==> src/rtl/cordic_pkg.sv <==
package cordic_pkg;

   localparam real PI_R = 3.14159265358979323846;

   typedef enum logic [1:0] {
      ST_IDLE = 2'd0,
      ST_ROT  = 2'd1,
      ST_FIN  = 2'd2
   } seq_state_e;

   // arctan(2^-idx) as a fraction of pi, scaled so that pi = 2^(zw-1)
   function automatic int atan_code(input int idx, input int zw);
      real r;
      r = $atan(2.0 ** real'(-idx)) / PI_R * (2.0 ** real'(zw - 1));
      return $rtoi(r + 0.5);
   endfunction

   // product of cos(arctan(2^-k)) for k < iters, scaled so that 1.0 = 2^(xw-2)
   function automatic int inv_gain_code(input int iters, input int xw);
      real p;
      p = 1.0;
      for (int k = 0; k < iters; k++) begin
         p = p / $sqrt(1.0 + 2.0 ** real'(-2 * k));
      end
      return $rtoi(p * (2.0 ** real'(xw - 2)) + 0.5);
   endfunction

endpackage

==> src/rtl/cordic_shift.sv <==
module cordic_shift #(
   parameter int DW    = 19,
   parameter int SW    = 4,
   parameter int STYLE = 0
) (
   input  logic signed [DW-1:0] din,
   input  logic        [SW-1:0] amt,
   output logic signed [DW-1:0] dout
);

   generate
      if (STYLE == 0) begin : g_log
         logic signed [DW-1:0] stg [SW+1];
         assign stg[0] = din;
         for (genvar s = 0; s < SW; s++) begin : g_stg
            assign stg[s+1] = amt[s] ? (stg[s] >>> (2 ** s)) : stg[s];
         end
         assign dout = stg[SW];
      end else begin : g_direct
         assign dout = din >>> amt;
      end
   endgenerate

   always_comb begin
      a_r4_shift_sign: assert (din[DW-1] == dout[DW-1] || (din == '0 && dout == '0) || (dout == '0))
         else $error("shift changed sign of operand");
   end

endmodule

==> src/rtl/cordic_atan_rom.sv <==
module cordic_atan_rom #(
   parameter int N  = 16,
   parameter int ZW = 19,
   parameter int IW = 4
) (
   input  logic        [IW-1:0] idx,
   output logic signed [ZW-1:0] atan
);

   logic signed [ZW-1:0] tab [N];

   generate
      for (genvar i = 0; i < N; i++) begin : g_ent
         localparam int V = cordic_pkg::atan_code(i, ZW);
         assign tab[i] = ZW'(V);
      end
   endgenerate

   assign atan = tab[idx];

endmodule

==> src/rtl/cordic_seq.sv <==
module cordic_seq #(
   parameter int N  = 16,
   parameter int IW = 4
) (
   input  logic          clk,
   input  logic          rst_n,
   input  logic          start,
   output logic          load,
   output logic          step,
   output logic          fin,
   output logic          busy,
   output logic [IW-1:0] iter
);
   import cordic_pkg::*;

   localparam logic [IW-1:0] LAST = IW'(N - 1);

   seq_state_e    st;
   logic [IW-1:0] cnt;

   assign load = start && (st == ST_IDLE);
   assign step = (st == ST_ROT);
   assign fin  = (st == ST_FIN);
   assign busy = (st != ST_IDLE);
   assign iter = cnt;

   always_ff @(posedge clk or negedge rst_n) begin
      if (!rst_n) begin
         st  <= ST_IDLE;
         cnt <= '0;
      end else begin
         case (st)
            ST_IDLE: begin
               if (start) begin
                  st  <= ST_ROT;
                  cnt <= '0;
               end
            end
            ST_ROT: begin
               if (cnt == LAST) st <= ST_FIN;
               else             cnt <= cnt + 1'b1;
            end
            ST_FIN:  st <= ST_IDLE;
            default: st <= ST_IDLE;
         endcase
      end
   end

   // a start during a run must not restart the count
   a_r8_start_ignored: assert property (@(posedge clk) disable iff (!rst_n)
      (start && step && cnt != LAST) |=> (step && cnt == $past(cnt) + 1'b1))
      else $error("start during run disturbed the iteration count");

   // the final rotation is always followed by the output cycle
   a_r3_last_then_fin: assert property (@(posedge clk) disable iff (!rst_n)
      (step && cnt == LAST) |=> fin)
      else $error("last iteration not followed by output cycle");

endmodule

==> src/rtl/cordic_rot.sv <==
module cordic_rot #(
   parameter int W           = 16,
   parameter int G           = 3,
   parameter int N           = 16,
   parameter int IW          = 4,
   parameter int SHIFT_STYLE = 0
) (
   input  logic                   clk,
   input  logic                   rst_n,
   input  logic                   load,
   input  logic                   step,
   input  logic                   fin,
   input  logic signed [W-1:0]    angle,
   input  logic        [IW-1:0]   iter,
   output logic signed [W+G-1:0]  x_o,
   output logic signed [W+G-1:0]  y_o
);
   localparam int DW = W + G;
   localparam logic signed [DW-1:0] X0   = DW'(cordic_pkg::inv_gain_code(N, DW));
   localparam logic signed [DW-1:0] ONE  = DW'(1) <<< (DW - 2);
   localparam logic signed [DW-1:0] ZLIM = DW'(cordic_pkg::atan_code(N - 1, DW) + N);
   localparam logic signed [DW-1:0] MLIM = ONE + DW'(2 * N);

   logic signed [DW-1:0] x_q, y_q, z_q;
   logic signed [DW-1:0] xs, ys, atan, z_init;
   logic                 z_neg;

   assign z_init = DW'(angle) <<< G;
   assign z_neg  = z_q[DW-1];

   cordic_atan_rom #(.N(N), .ZW(DW), .IW(IW)) u_rom (
      .idx  (iter),
      .atan (atan)
   );

   cordic_shift #(.DW(DW), .SW(IW), .STYLE(SHIFT_STYLE)) u_shx (
      .din  (x_q),
      .amt  (iter),
      .dout (xs)
   );

   cordic_shift #(.DW(DW), .SW(IW), .STYLE(SHIFT_STYLE)) u_shy (
      .din  (y_q),
      .amt  (iter),
      .dout (ys)
   );

   always_ff @(posedge clk or negedge rst_n) begin
      if (!rst_n) begin
         x_q <= '0;
         y_q <= '0;
         z_q <= '0;
      end else if (load) begin
         x_q <= X0;
         y_q <= '0;
         z_q <= z_init;
      end else if (step) begin
         if (z_neg) begin
            x_q <= x_q + ys;
            y_q <= y_q - xs;
            z_q <= z_q + atan;
         end else begin
            x_q <= x_q - ys;
            y_q <= y_q + xs;
            z_q <= z_q - atan;
         end
      end
   end

   assign x_o = x_q;
   assign y_o = y_q;

   // residual angle has converged once all rotations are done
   a_r4_z_converged: assert property (@(posedge clk) disable iff (!rst_n)
      fin |-> (z_q <= ZLIM && z_q >= -ZLIM))
      else $error("residual angle did not converge");

   // the rotated vector stays on the unit circle
   a_r4_mag_bounded: assert property (@(posedge clk) disable iff (!rst_n)
      fin |-> (x_q <= MLIM && x_q >= -MLIM && y_q <= MLIM && y_q >= -MLIM))
      else $error("rotated vector left the unit range");

endmodule

==> src/rtl/cordic_sincos.sv <==
module cordic_sincos #(
   parameter int W           = 16,
   parameter int G           = 3,
   parameter int N           = 16,
   parameter int SHIFT_STYLE = 0
) (
   input  logic                clk,
   input  logic                rst_n,
   input  logic                start,
   input  logic signed [W-1:0] angle,
   output logic                busy,
   output logic                done,
   output logic signed [W-1:0] cos_out,
   output logic signed [W-1:0] sin_out
);
   localparam int DW = W + G;
   localparam int IW = (N > 1) ? $clog2(N) : 1;

   generate
      if (W < 8 || W > 24) begin : g_bad_w
         $error("W must lie in 8..24");
      end
      if (G < 0 || G > 6) begin : g_bad_g
         $error("G must lie in 0..6");
      end
      if (N < 4 || N > DW) begin : g_bad_n
         $error("N must lie in 4..W+G");
      end
      if (SHIFT_STYLE != 0 && SHIFT_STYLE != 1) begin : g_bad_s
         $error("SHIFT_STYLE must be 0 or 1");
      end
   endgenerate

   logic                 load, step, fin;
   logic [IW-1:0]        iter;
   logic signed [DW-1:0] xf, yf;
   logic signed [W-1:0]  c_rnd, s_rnd;
   logic                 done_q;
   logic signed [W-1:0]  cos_q, sin_q;

   cordic_seq #(.N(N), .IW(IW)) u_seq (
      .clk   (clk),
      .rst_n (rst_n),
      .start (start),
      .load  (load),
      .step  (step),
      .fin   (fin),
      .busy  (busy),
      .iter  (iter)
   );

   cordic_rot #(.W(W), .G(G), .N(N), .IW(IW), .SHIFT_STYLE(SHIFT_STYLE)) u_rot (
      .clk   (clk),
      .rst_n (rst_n),
      .load  (load),
      .step  (step),
      .fin   (fin),
      .angle (angle),
      .iter  (iter),
      .x_o   (xf),
      .y_o   (yf)
   );

   generate
      if (G > 0) begin : g_round
         localparam logic signed [DW:0] HALF = (DW+1)'(1) <<< (G - 1);
         logic signed [DW:0] cx, sy;
         assign cx    = (DW+1)'(xf) + HALF;
         assign sy    = (DW+1)'(yf) + HALF;
         assign c_rnd = W'(cx >>> G);
         assign s_rnd = W'(sy >>> G);
      end else begin : g_plain
         assign c_rnd = W'(xf);
         assign s_rnd = W'(yf);
      end
   endgenerate

   always_ff @(posedge clk or negedge rst_n) begin
      if (!rst_n) begin
         done_q <= 1'b0;
         cos_q  <= '0;
         sin_q  <= '0;
      end else begin
         done_q <= fin;
         if (fin) begin
            cos_q <= c_rnd;
            sin_q <= s_rnd;
         end
      end
   end

   assign done    = done_q;
   assign cos_out = cos_q;
   assign sin_out = sin_q;

   // done is a single-cycle pulse
   a_r3_done_single: assert property (@(posedge clk) disable iff (!rst_n)
      done |=> !done)
      else $error("done longer than one cycle");

   // done never overlaps busy
   a_r3_done_not_busy: assert property (@(posedge clk) disable iff (!rst_n)
      done |-> !busy)
      else $error("done while busy");

   // an idle start is accepted
   a_r2_start_accepted: assert property (@(posedge clk) disable iff (!rst_n)
      (start && !busy) |=> busy)
      else $error("idle start not accepted");

   // results move only with done
   a_r9_hold: assert property (@(posedge clk) disable iff (!rst_n)
      !done |-> ($stable(cos_out) && $stable(sin_out)))
      else $error("result changed outside done cycle");

endmodule

==> config.mk <==
export PLATFORM = sky130hd
export DESIGN_NAME = cordic_sincos
export DESIGN_NICKNAME = d
export VERILOG_FILES = /design/src/rtl/cordic_pkg.sv /design/src/rtl/cordic_shift.sv /design/src/rtl/cordic_atan_rom.sv /design/src/rtl/cordic_seq.sv /design/src/rtl/cordic_rot.sv /design/src/rtl/cordic_sincos.sv
export SDC_FILE = /design/constraint.sdc
export NUM_CORES = 1
export LEC_CHECK = 0
export BUFFER_PORTS_ARGS = -buffer_cell sky130_fd_sc_hd__clkbuf_2
export CORE_ASPECT_RATIO = 1.4
export CORE_MARGIN = 5
export CORE_UTILIZATION = 69
export DETAILED_ROUTE_END_ITERATION = 7
export PLACE_DENSITY = 0.88
export SLEW_MARGIN = 30
export SYNTH_ARGS = -nofsm -noshare
export SYNTH_HDL_FRONTEND = slang
export SYNTH_SLANG_ARGS = --single-unit
==> constraint.sdc <==
create_clock -name clk -period 10.9 [get_ports clk]
set_clock_uncertainty 0.2 [all_clocks]
set_input_delay 0.545 -clock clk [delete_from_list [all_inputs] [get_ports clk]]
set_output_delay 0.545 -clock clk [all_outputs]
set_load 0.02 [all_outputs]
Word level (Yosys, flattened, before mapping)

Memory sizes are Yosys's and may differ from the RTL's.
Cells that the tools add are included.

Register bits after elaboration: 96
Bits in read-only memories: 304
Output and inout bits: 34
Word-level logic and storage cells: 58
Memories kept: 1

Memory list:

| name             | words | width | read ports | clocked after Yosys merged registers in | write ports | line                  | text |
|---|---|---|---|---|---|---|---|
| (name not given) | 16    | 19    | 1          | 0                                       | 0           | cordic_atan_rom.sv:19 | `assign atan = tab[idx];` |

$add $sub $neg: 9
Magnitude comparators: 1
Eq/ne operators: 6
Mux-type cells: 25
Bitwise operators: 1
Reduce and logical (&&, ||, !) cells: 7

Operators with widths:

| cell                  | count |
|---|---|
| $mux 19               | 11 |
| $mux 18               | 8 |
| $add 19x19->19        | 3 |
| $sub 19x19->19        | 3 |
| $add 19x4->19 const B | 2 |
| $mux 4                | 2 |
| $pmux 4 s2            | 1 |
| $reduce_bool 2->1     | 3 |
| $ge 5x5->1 const B    | 1 |
| $not 4->5             | 1 |
| $add 4x1->4 const B   | 1 |
| $eq 4x4->1 const B    | 1 |
| $mux 2                | 2 |
| $ne 2x2->1 const B    | 2 |
| $pmux 2 s2            | 1 |
| $reduce_and 3->1      | 1 |
| $eq 2x1->1 const B    | 1 |
| $eq 2x2->1 const B    | 1 |
| $logic_not 2->1       | 1 |
| $ne 2x1->1 const B    | 1 |
| $reduce_and 2->1      | 1 |
| $logic_and 1x1->1     | 1 |

Depth between registers and ports, before layout

Gate-level depths: netlist of the first run.

Word-level depth: 8
Mapped depth: 26
Depth with buffers taken out: 22

Cells and area by module

Synthesis of the first run repeated with hierarchy kept, for this count alone.

Cells, all modules: 1254
Area, all modules: 10354.9 sq um

Modules (own cells, without submodules):

| module          | instances | cells an instance | area each (sq um) | seq. area each (sq um) |
|---|---|---|---|---|
| cordic_rot      | 1         | 756               | 6129.6            | 1426.4 |
| cordic_shift    | 2         | 112               | 887.1             | 0.0 |
| cordic_sincos   | 1         | 195               | 1756.7            | 825.8 |
| cordic_atan_rom | 1         | 51                | 399.1             | 0.0 |
| cordic_seq      | 1         | 28                | 295.3             | 150.1 |

Least setup slack after synthesis of the first run

No wires, ideal clock.

Kind: reg2reg
Start: register u_seq.cnt[0], in the netlist u_seq.iter[0]
End: register u_rot.y_q[18], in the netlist u_rot.y_o[18]
Setup time: 87 ps
Arrival: 5007 ps
Setup slack: 5606 ps
Stages on the path, launching flop included: 27
Path buffers: 4
Clock period less this slack: 5294 ps
Cell sequence: dfrtp_1 buf_6 buf_2 buf_2 buf_2 mux4_2 nor2_1 nor2_1 o21a_1 inv_1 ha_1 nor3b_1 a311o_1 nor4b_1 and3_1 nor2_1 xnor2_1 ha_1 a21o_1 a21oi_1 nor2b_1 o21ai_0 o2111ai_1 a41oi_1 nor3b_1 mux2i_1 o211ai_1

Word-level cells in the longest chain between the ends: 8

RTL lines:

| element                                                 | line                               | text |
|---|---|---|
| start: declaration                                      | cordic_seq.sv:19                   | `logic [IW-1:0] cnt;` |
| start signal: assignment                                | cordic_seq.sv:41                   | `else cnt <= cnt + 1'b1;` |
| $mux 18 (*) (4 in a row)                                | cordic_shift.sv:16                 | `assign stg[s+1] = amt[s] ? (stg[s] >>> (2 ** s)) : stg[s];` |
| $add 19x19->19 / $sub 19x19->19 (equally long branches) | cordic_rot.sv:64, cordic_rot.sv:60 |  |
| $mux 19 (*)                                             | cordic_rot.sv:58                   | `if (z_neg) begin` |
| $mux 19 (*)                                             | cordic_rot.sv:57                   | `end else if (step) begin` |
| $mux 19 (*)                                             | cordic_rot.sv:53                   | `end else if (load) begin` |
| end signal: assignment                                  | cordic_rot.sv:60                   | `y_q <= y_q - xs;` |
| end signal: assignment                                  | cordic_rot.sv:64                   | `y_q <= y_q + xs;` |
| end: declaration                                        | cordic_rot.sv:24                   | `logic signed [DW-1:0] x_q, y_q, z_q;` |

Mark *: on every way between the ends. The rest lies on a longest branch, timed or not. The select of a mux whose other input is x is not followed.
A chain may end at the register's enable or synchronous reset.

Worst setup path in the final report of the first run

Start: register u_seq.cnt[1], in the netlist u_seq.iter[1]
End: register u_rot.y_q[18], in the netlist u_rot.y_o[18]

Word-level cells in the longest chain between the ends: 7

RTL lines:

| element                                                 | line |
|---|---|
| $mux 18 (*) (3 in a row)                                | cordic_shift.sv:16 |
| $add 19x19->19 / $sub 19x19->19 (equally long branches) | cordic_rot.sv:64, cordic_rot.sv:60 |
| $mux 19 (*)                                             | cordic_rot.sv:58 |
| $mux 19 (*)                                             | cordic_rot.sv:57 |
| $mux 19 (*)                                             | cordic_rot.sv:53 |

Marked as above.

==> results of run 1 <==
-- layer usage --
metal,global-route usage,vias to the layer above
li1,-,4364
met1,0.374,4502
met2,0.572,551
met3,0.0447,163
met4,0.236,0
met5,0,-
-- stage by stage --
step                instance area [um2]  hold WS, ps  std cells  worst slack [ps]
floorplan                         10100         49.4       1214              5610
global placement                  10400          262       1383              5220
detailed placement                10400          270       1383              5120
CTS                               10700          218       1400              5100
global route                      10700          240       1400              4610
finish                            10700          221       1400              5010
-- cells by family (layout without fill, tap and decap cells) --
kind of cell	after synthesis	count (layout)
XOR/XNOR	117	117
buffers and inverters	117	114
AO/OA/AOI/OAI	329	329
adder cells (fa/ha/maj)	74	74
multiplexers	79	79
flip-flops	96	96
AND/OR/NAND/NOR	402	402
-- layout make-up --
| cell class | count | area, um2 |
|---|---|---|
| multi-input cells | 1001 | 7230 |
| fillers | 1113 | 3760 |
| flip-flops and latches | 96 | 2410 |
| repair buffers | 67 | 378 |
| well taps | 189 | 236 |
| clock buffers | 9 | 225 |
| inverters | 31 | 116 |
| clock inverters | 7 | 92.6 |
-- how the worst max path moves through the flow --
stage                        startpoint       endpoint  slack (ps)  depth (start not counted)
after floorplan           u_seq.iter[0]  u_rot.y_o[18]        5610                         26
after global placement    u_seq.iter[0]  u_rot.y_o[12]        5220                         21
after detailed placement  u_seq.iter[1]  u_rot.y_o[18]        5120                         22
after CTS                 u_seq.iter[1]  u_rot.y_o[18]        5100                         22
after global routing      u_seq.iter[3]  u_rot.x_o[18]        4610                         18
final                     u_seq.iter[1]  u_rot.y_o[18]        5010                         22
-- registers in the layout (all words and copies together) (netlist names) --
signal      flops
u_rot.y_o      19
u_seq.iter      4
u_rot.x_o      19
u_rot.z_q      19
u_seq.st        2
done            1
sin_out        16
cos_out        16
-- worst min-delay path, stage by stage --
cell	delay (ps)
clkbuf_2	70
a22oi_1	60
o21ai_0	70
-- what timing repair did --
item / 4_1_cts / 5_1_grt
hold endpoints to repair: 40 / 0
hold buffers: 1 / 0
resized for setup: 0 / 0
-- layout by cell type (no fill, tap or decap), types with 23 or more instances in the layout --
master,n
dfrtp_1,91
nor2_1,91
xnor2_1,55
o21ai_0,101
nor3_1,29
mux2i_1,30
ha_1,71
nand2_1,140
and3_1,23
a21oi_1,81
inv_1,31
mux4_2,35
clkbuf_2,51
nand3_1,43
xor2_1,61
==> results.txt, run 1 <==
----------------------------------------------------
[Critical path]
  Crit end category ... flip-flop
  Endpoint of the worst register-to-register path ... u_rot.y_o[18]
  Delay of the slowest cell on the worst path ... 620 ps
  Series of cell instances along the critical path ... buf_4, mux4_2, mux2i_1, nor2_1, nor2_1, ha_1, nor3b_1, a311o_1, nor4b_1, and3_1, nor2_1, xnor2_1, ha_1, a21o_1, a21oi_1, nor2b_1, o21ai_0, o2111ai_1, a41oi_1, nor3b_1, mux2i_1, o211ai_1
  Cell count of the worst reg-to-reg path ... 22
  Most used cell, CP ... nor2_1
  Maximum fanout encountered on the critical timing path ... 55
  Top Family by Delay on Critical Path ... compound AO/OA/AOI/OAI gates
  Kind of critical path ... flip-flop to flip-flop
  Total buffers and inverters traversed by the critical path ... 1
  Launch instance of the worst register-to-register path ... u_seq.iter[1]
  Worst Setup Start Kind ... flip-flop
  Slowest stage cell on the critical path ... mux4_2
  Arrival @ worst endpoint ... about 6000 ps
  Setup slack of the most critical reg-to-reg path ... 5010 ps
  Required @ worst endpoint ... around 11000 ps

[Die]
  Core box area ... roughly 0.014 mm2
  Effective utilization at floorplan ... 0.700
  Site row count ... 52
  Die X-Extent ... roughly 110 um
  Io pins ... 53
  Die boundary height ... 153 um
  Area of the die ... ~0.017 mm2

[Logic synthesis]
  Post-synthesis cell type count ... 76
  Post-synth top flop ... dfrtp_1
  Proportion of synthesized chip area in sequential cells ... 0.238
  Simple logic cell fraction of the synthesized area ... 0.189
  YS warnings ... 0
  Netlist area before placement ... between 0.01 and 0.015 mm2
  Most instantiated cells after synthesis ... nand2_1 (140), o21ai_0 (101), dfrtp_1 (96)
  Proportion of netlist area held by the largest area contributor ... 0.238
  Multiplexer share of the synthesized area ... 0.125
  Synthesis-stage register bit count ... 96
  Complex-gate fraction of the synthesized area ... 0.204
  Syn avg cell area ... 8.33 um2
  Synth Area in Adders ... 0.0938
  Cell count after synthesis ... ~1.2k
  Most numerous cell in the Yosys netlist ... nand2_1
  Area share of xor/xnor cells in the synthesized design ... 0.102
  Number of enable-type register cells in the synthesized netlist ... 0
  Largest family of logic cells by synthesized area ... compound AO/OA/AOI/OAI gates
  Syn Nets ... approximately 1.3k
  FFs w/ async S/R, synth ... 1.00
  Biggest area consumer among synthesized cells ... dfrtp_1
  Ranking of synthesized cells by area ... dfrtp_1 (24%), ha_1 (8.8%), mux4_2 (7.8%)

[Drt]
  Detailed Route Iter0 Violations ... 1055
  Highest routing layer actually used ... met4
  Post-detailed-route wirelength per cell ... approximately 20 um
  Amount of wire on met2 after detailed routing ... 14300 um
  Routed vias ... about 9.6k
  First-pass detailed-route iteration total ... 7
  Met1 wire length ... 9970 um
  Total length of routed met3 wires ... approximately 2200 um
  Detailed-route vias per instance ... a little under 7
  Final routed DRC violation total ... 0
  Antenna Violating Nets Remaining ... 0
  Final Routed Wirelength ... about 29000 um

[Cells and area]
  Area growth from synthesis to layout ... 5.68%
  Layout cells sized above 1 ... 0.124
  Final antenna diode count ... 0
  Final Core Density ... 0.740
  Net count of the finished layout ... approximately 1.3k

[Clock network]
  Clock tree from TritonCTS ... yes
  Post-CTS Setup Inserts ... 0
  Clock Sinks ... 96
  H-tree levels ... 3
  Skew-Pair Late Insertion Delay ... between 300 and 400 ps
  Buffers from clock root to sink, at most ... 2
  Root buffer cell ... clkbuf_16
  Clock Pin Slew Worst Setup and Hold Paths ... roughly 80 ps
  Number of buffers inserted during clock tree synthesis ... 9

[STA]
  Worst-Margin Slew ... 772 ps
  Slew Limit Fails ... 0
  Final Setup Violations ... 0
  Setup repair after global routing missed its margin ... no
  Achievable frequency ... roughly 170 MHz
  Final hold violations ... 0
  Sum of negative setup slack ... 0 ps
  Max-Slew Margin vs Limit ... 0.485
  Final worst-path cycle share ... 0.540
  Min Clock Period, post-route ... 5890 ps

[GRT]
  Grt total ovfl ... 0
  Wire length of the first global-routing pass ... between 40000 and 50000 um
  Number of antenna violations at the first check in global routing ... 0
  Via count of the first global-routing pass ... ~9.4k
  Combined global-route utilization of all metal layers ... 0.332
  Pin count of the biggest net entering global routing ... between 60 and 70

[Job]
  Max-Cap Viols ... 0

[Place]
  Post-DP HPWL ... 20600 um
  Final weighted congestion in routability-driven placement ... roughly 1
  Port buffer count ... 52

[Worst hold path]
  Worst hold stages ... 3
  Hold path startpoint ... angle[4]
  Min-Delay Path Class ... primary input to flip-flop
  WHS Endpoint ... u_rot.z_q[7]

[Status]
  Status ... finished clean

----------------------------------------------------
Power of run 1 is left out: the tool's default activity adds up to more than one toggle a clock period on the data nets, which glitch-free logic cannot reach.
==> run 2, diff against run 1 <==
--- a/config.mk
+++ b/config.mk
@@ -8,9 +8,9 @@
 export BUFFER_PORTS_ARGS = -buffer_cell sky130_fd_sc_hd__clkbuf_2
 export CORE_ASPECT_RATIO = 1.4
 export CORE_MARGIN = 5
-export CORE_UTILIZATION = 69
+export CORE_UTILIZATION = 64
 export DETAILED_ROUTE_END_ITERATION = 7
-export PLACE_DENSITY = 0.88
+export PLACE_DENSITY = 0.83
 export SLEW_MARGIN = 30
 export SYNTH_ARGS = -nofsm -noshare
 export SYNTH_HDL_FRONTEND = slang
==> constraint.sdc (replaced) <==
create_clock -name clk -period 5.85 [get_ports clk]
set_clock_uncertainty 0.2 [all_clocks]
set_input_delay 0.2925 -clock clk [delete_from_list [all_inputs] [get_ports clk]]
set_output_delay 0.2925 -clock clk [all_outputs]
set_load 0.02 [all_outputs]
==> run 2 against run 1 <==
First-iteration DRC count shrank 3.6%. Die area grew 7.2%. Non-clock buffer count grew 45. Worst hold slack lost 220 ps. Global-route usage shrank 0.20 points. Via count grew 0.69%. Register-to-register slack lost 4700 ps. Final area grew 4.0%. Cell count grew 3.7%. Utilization shrank 2.4 points. Sequential cell count is the same. Fmax grew 7.0%. Critical endpoint is now u_rot.x_o[18]. Largest cell class unchanged.
==> results.txt, run 2 (synthesis gave the netlist of run 1 again) <==
----------------------------------------------------
[Cells and area]
  Net count of the finished layout ... ~1.3k
  Sequential cell area ... ~0.0024 mm2
  Multi-input gate area in the final layout ... just over 0.007 mm2
  Number of fill cells ... between 1k and 1.5k
  Most frequent cells in the layout ... nand2_1 (140), o21ai_0 (101), nor2_1 (91)
  Final antenna diode count ... 0
  Layout cells sized above 1 ... 0.148
  Most common cell after layout, fill and taps aside ... nand2_1
  Area growth from synthesis to layout ... 9.94%
  Final Core Density ... 0.715

[Drt]
  Final Routed Wirelength ... about 30000 um
  Post-detailed-route wirelength per cell ... slightly above 20 um
  First-pass detailed-route iteration total ... 6
  Antenna Violating Nets Remaining ... 0
  Final routed DRC violation total ... 0
  Detailed Route Iter0 Violations ... a little over 1k
  Detailed-route vias per instance ... about 6.6
  Routed vias ... 9646

[Die]
  Site row count ... between 50 and 60
  Effective utilization at floorplan ... 0.651
  Area of the die ... about 0.018 mm2
  Core box area ... 0.0155 mm2
  Die boundary height ... 159 um
  Io pins ... between 50 and 60
  Die X-Extent ... between 100 and 150 um

[Clock network]
  Root buffer cell ... clkbuf_16
  Clock tree from TritonCTS ... yes
  Buffers from clock root to sink, at most ... 2
  Clock Sinks ... 96
  Skew-Pair Late Insertion Delay ... between 300 and 400 ps
  H-tree levels ... 3
  Number of buffers inserted during clock tree synthesis ... 9
  Clock Pin Slew Worst Setup and Hold Paths ... 80 ps

[STA]
  Final hold violations ... 0
  Sum of negative setup slack ... 0 ps
  Worst-Margin Slew ... 762 ps
  Final worst-path cycle share ... 0.941
  Max-Slew Margin vs Limit ... 0.492
  Setup repair after global routing missed its margin ... no
  Achievable frequency ... about 180 MHz
  Slew Limit Fails ... 0
  Min Clock Period, post-route ... between 5000 and 6000 ps
  Final Setup Violations ... 0

[GRT]
  Number of antenna violations at the first check in global routing ... 0
  Combined global-route utilization of all metal layers ... 0.330
  Grt total ovfl ... 0
  Wire length of the first global-routing pass ... roughly 48000 um
  Pin count of the biggest net entering global routing ... 62
  Via count of the first global-routing pass ... 9657

[Status]
  Status ... finished clean

[Critical path]
  Kind of critical path ... flip-flop to flip-flop
  Arrival @ worst endpoint ... roughly 5600 ps
  Setup slack of the most critical reg-to-reg path ... between 300 and 400 ps
  Required @ worst endpoint ... between 5000 and 6000 ps
  Maximum fanout encountered on the critical timing path ... 22
  Slowest stage cell on the critical path ... dfrtp_2
  Delay of the slowest cell on the worst path ... around 690 ps
  Worst Setup Start Kind ... flip-flop
  Crit end category ... flip-flop
  Top Family by Delay on Critical Path ... compound AO/OA/AOI/OAI gates
  Series of cell instances along the critical path ... buf_4, inv_1, buf_4, o31ai_1, o22ai_1, inv_1, and3_1, nor3b_2, nand3b_1, a221oi_1, o22ai_1, ha_1, or4_1, o22a_1, o21ai_0, o21ai_0, nor3_1, and4b_1, a211o_1
  Total buffers and inverters traversed by the critical path ... 4

[Place]
  Final weighted congestion in routability-driven placement ... approximately 1.0
  Port buffer count ... 52
  Post-DP HPWL ... between 20000 and 25000 um

[Worst hold path]
  Min-Delay Path Class ... primary input to flip-flop

[Job]
  Max-Cap Viols ... 0

----------------------------------------------------
==> run 2: cell types whose count changed in the layout (fill, tap and decap cells not counted), moves of 2 or more <==
cell / before / now
mux2i_2: 0 / 2
dlygate4sd3_1: 1 / 15
mux2i_1: 30 / 28
buf_12: 0 / 2
buf_4: 15 / 43
inv_6: 4 / 2
==> run 2: worst register-to-register path, cell delays in order, from the launching register on <==
cell and delay, ps:
dfrtp_2 690, buf_4 300, inv_1 80, buf_4 210
o31ai_1 540, o22ai_1 210, inv_1 130, and3_1 200
nor3b_2 290, nand3b_1 150, a221oi_1 330, o22ai_1 130
ha_1 230, or4_1 540, o22a_1 210, o21ai_0 120
o21ai_0 200, nor3_1 170, and4b_1 220, a211o_1 260
==> run 2: worst paths after layout <==
kind | to | start | depth (start not counted)
setup / recovery | u_rot.x_o[18] | u_seq.iter[3] | 19
hold / removal | u_rot.z_q[11] | angle[8] | 3
setup reg to reg | u_rot.x_o[18] | u_seq.iter[3] | 19
hold reg to reg | sin_out[5] | sin_out[5] | 2
max in group asynchronous | u_seq.iter[0] | rst_n | 3
min in group asynchronous | u_rot.z_q[3] | rst_n | 2
==> run 2: layout make-up <==
cell class,instances,area share
clock inverters,7,0.00856
inverters,31,0.0108
repair buffers,112,0.0701
multi-input cells,1001,0.651
well taps,196,0.0221
flip-flops and latches,96,0.217
clock buffers,9,0.0203
==> run 2: metal layers <==
layer / share of wire / GRT usage / up-vias
li1: - / - / 4439
met1: 0.34 / 0.366 / 4526
met2: 0.50 / 0.560 / 513
met3: 0.083 / 0.0689 / 168
met4: 0.077 / 0.212 / 0
met5: 0 / 0 / -
==> run 2: repair_timing <==
action	in CTS	in global routing
endpoints found under the setup margin	0	5
resized for setup	0	7
buffers inserted	0	9
hold buffers	15	0
endpoints found under the hold margin	52	0
==> run 2: per-stage QoR <==
stage	hold slack, ps	instance area, um2	worst slack (ps)	cells
3_3_place_gp	102	10500	234	1412
3_5_place_dp	101	10500	108	1412
5_1_grt	18.9	11100	4.54	1452
6_report	5.02	11100	347	1452
4_1_cts	3.71	11000	98.2	1443
2_1_floorplan	-203	10100	556	1214
Power of run 2 is left out for the same reason.
==> run 3, diff against run 2 <==
--- a/config.mk
+++ b/config.mk
@@ -7,7 +7,7 @@
 export LEC_CHECK = 0
 export BUFFER_PORTS_ARGS = -buffer_cell sky130_fd_sc_hd__clkbuf_2
 export CORE_ASPECT_RATIO = 1.4
-export CORE_MARGIN = 5
+export CORE_MARGIN = 2
 export CORE_UTILIZATION = 64
 export DETAILED_ROUTE_END_ITERATION = 7
 export PLACE_DENSITY = 0.83
==> run 3 against run 2 <==
Count of clock-buffer cells in the layout grew 1. Via count shrank 0.61%. Register-to-register slack gained 40 ps. First-iteration DRC count shrank 28%. Worst hold slack is essentially flat. Non-clock buffer count shrank 9. Routed wire length shrank 3.5%. Setup slack gained 45 ps. Fmax grew 0.82%. Die area shrank 8.7%.
==> results.txt, run 3 (synthesis gave the netlist of run 1 again) <==
----------------------------------------------------
[Status]
  Status ... finished clean

[GRT]
  Pin count of the biggest net entering global routing ... 66
  Grt total ovfl ... 0
  Wire length of the first global-routing pass ... approximately 46000 um
  Combined global-route utilization of all metal layers ... 0.345
  Via count of the first global-routing pass ... 9420
  Number of antenna violations at the first check in global routing ... 0

[Critical path]
  Arrival @ worst endpoint ... approximately 5500 ps
  Crit end category ... flip-flop
  Kind of critical path ... flip-flop to flip-flop
  Required @ worst endpoint ... 5910 ps
  Worst Setup Start Kind ... flip-flop
  Maximum fanout encountered on the critical timing path ... 44
  Launch instance of the worst register-to-register path ... u_seq.iter[1]
  Endpoint of the worst register-to-register path ... u_rot.x_o[18]
  Setup slack of the most critical reg-to-reg path ... 390 ps
  Cell count of the worst reg-to-reg path ... 18

[Place]
  Post-DP HPWL ... between 20000 and 25000 um
  Port buffer count ... between 50 and 60
  Final weighted congestion in routability-driven placement ... roughly 1.1
  Cell Area, Placed ... approximately 0.010 mm2
  Worst Setup Slack post-DPL ... around 370 ps

[Die]
  Die X-Extent ... 110 um
  Die boundary height ... ~150 um
  Site row count ... 54
  Io pins ... between 50 and 60
  Area of the die ... 0.0168 mm2
  Core box area ... around 0.016 mm2
  Effective utilization at floorplan ... 0.651

[Clock network]
  Buffers from clock root to sink, at most ... 2
  Skew-Pair Late Insertion Delay ... 370 ps
  Clock Pin Slew Worst Setup and Hold Paths ... ~80 ps
  H-tree levels ... 3
  Clock Sinks ... 96
  Clock tree from TritonCTS ... yes
  Number of buffers inserted during clock tree synthesis ... 9
  Root buffer cell ... clkbuf_16

[Drt]
  Antenna Violating Nets Remaining ... 0
  Detailed-route vias per instance ... 6.64
  Detailed Route Iter0 Violations ... 730
  Post-detailed-route wirelength per cell ... 19.9 um
  Final routed DRC violation total ... 0
  Routed vias ... approximately 9.6k
  Final Routed Wirelength ... 28800 um
  First-pass detailed-route iteration total ... 6

[Cells and area]
  Final antenna diode count ... 0
  Layout cells sized above 1 ... 0.139
  Net count of the finished layout ... between 1k and 1.5k
  Design Area, Final ... about 0.011 mm2
  Area growth from synthesis to layout ... 9.01%
  Most common cell after layout, fill and taps aside ... nand2_1
  Most frequent cells in the layout ... nand2_1 (140), o21ai_0 (100), nor2_1 (91), dfrtp_1 (91), a21oi_1 (81)

[STA]
  Worst-Margin Slew ... between 800 and 900 ps
  Min Clock Period, post-route ... between 5000 and 6000 ps
  Setup repair after global routing missed its margin ... no
  Worst hold margin ... ~4.9 ps
  Slew Limit Fails ... 0
  Final worst-path cycle share ... 0.933
  Achievable frequency ... roughly 180 MHz
  Worst-case setup margin in the final layout ... 392 ps
  Max-Slew Margin vs Limit ... 0.420
  Final hold violations ... 0
  Sum of negative setup slack ... 0 ps
  Final Setup Violations ... 0

[Worst hold path]
  WHS Endpoint ... u_rot.z_q[5]
  Worst hold stages ... 3
  Hold path startpoint ... angle[2]
  Min-Delay Path Class ... primary input to flip-flop

[Job]
  Max-Cap Viols ... 0

----------------------------------------------------
[run 3: cell types whose count changed in the layout (fill, tap and decap cells not counted), sizes merged]
cell         before  now
buf              46   36
bufinv            1    0
clkbuf           60   61
clkinv            2    3
dlygate4sd3      15   16
inv              34   33
[run 3: cell type report]
class                           count  area (um2)
Clock buffer                       10         239
Clock inverter                      6        62.6
Fill cell                        1205        4520
Inverter                           31         120
Multi-Input combinational cell   1001        7230
Sequential cell                    96        2410
Tap cell                          196         245
Timing Repair Buffer              103         711
[run 3: metal layers]
| layer | share of wire | vias to the layer above | global-route usage |
|---|---|---|---|
| li1 | - | 4431 | - |
| met1 | 0.37 | 4521 | 0.394 |
| met2 | 0.50 | 482 | 0.593 |
| met3 | 0.070 | 153 | 0.0603 |
| met4 | 0.066 | 0 | 0.196 |
| met5 | 0 | - | 0 |
[run 3: worst max-delay path, cell delays in order (launching register included)]
cell,delay [ps]
dfrtp_2,540
buf_12,290
mux4_2,370
a222oi_1,510
nand2_1,100
o22ai_1,250
and3_1,270
nor3b_2,330
nand3b_1,150
a221oi_1,300
o22ai_1,110
ha_1,220
or4_1,530
o22a_1,190
o21ai_0,140
o21ai_0,210
nor3_1,150
and4b_1,220
a211o_1,250
[run 3: worst max path at each step]
stage                        from       endpoint  cells past startpoint
global route        u_seq.iter[0]  u_rot.y_o[18]                     22
finish              u_seq.iter[1]  u_rot.x_o[18]                     18
floorplan           u_seq.iter[0]  u_rot.y_o[18]                     26
global placement    u_seq.iter[0]  u_rot.y_o[18]                     19
CTS                 u_seq.iter[0]  u_rot.y_o[18]                     19
detailed placement  u_seq.iter[0]  u_rot.y_o[18]                     19
[run 3: through the flow]
stage	utilization	std cells
finish	0.709	1443
global route	0.709	1443
CTS	0.705	1436
detailed placement	0.675	1404
global placement	0.675	1404
floorplan	-	1214
[run 3: what timing repair did]
action / 4_1_cts / 5_1_grt
resized for setup: 0 / 5
setup endpoints to repair: 0 / 3
hold buffers: 16 / 0
buffers inserted: 0 / 7
hold endpoints to repair: 46 / 0
Power of run 3 is left out for the same reason.
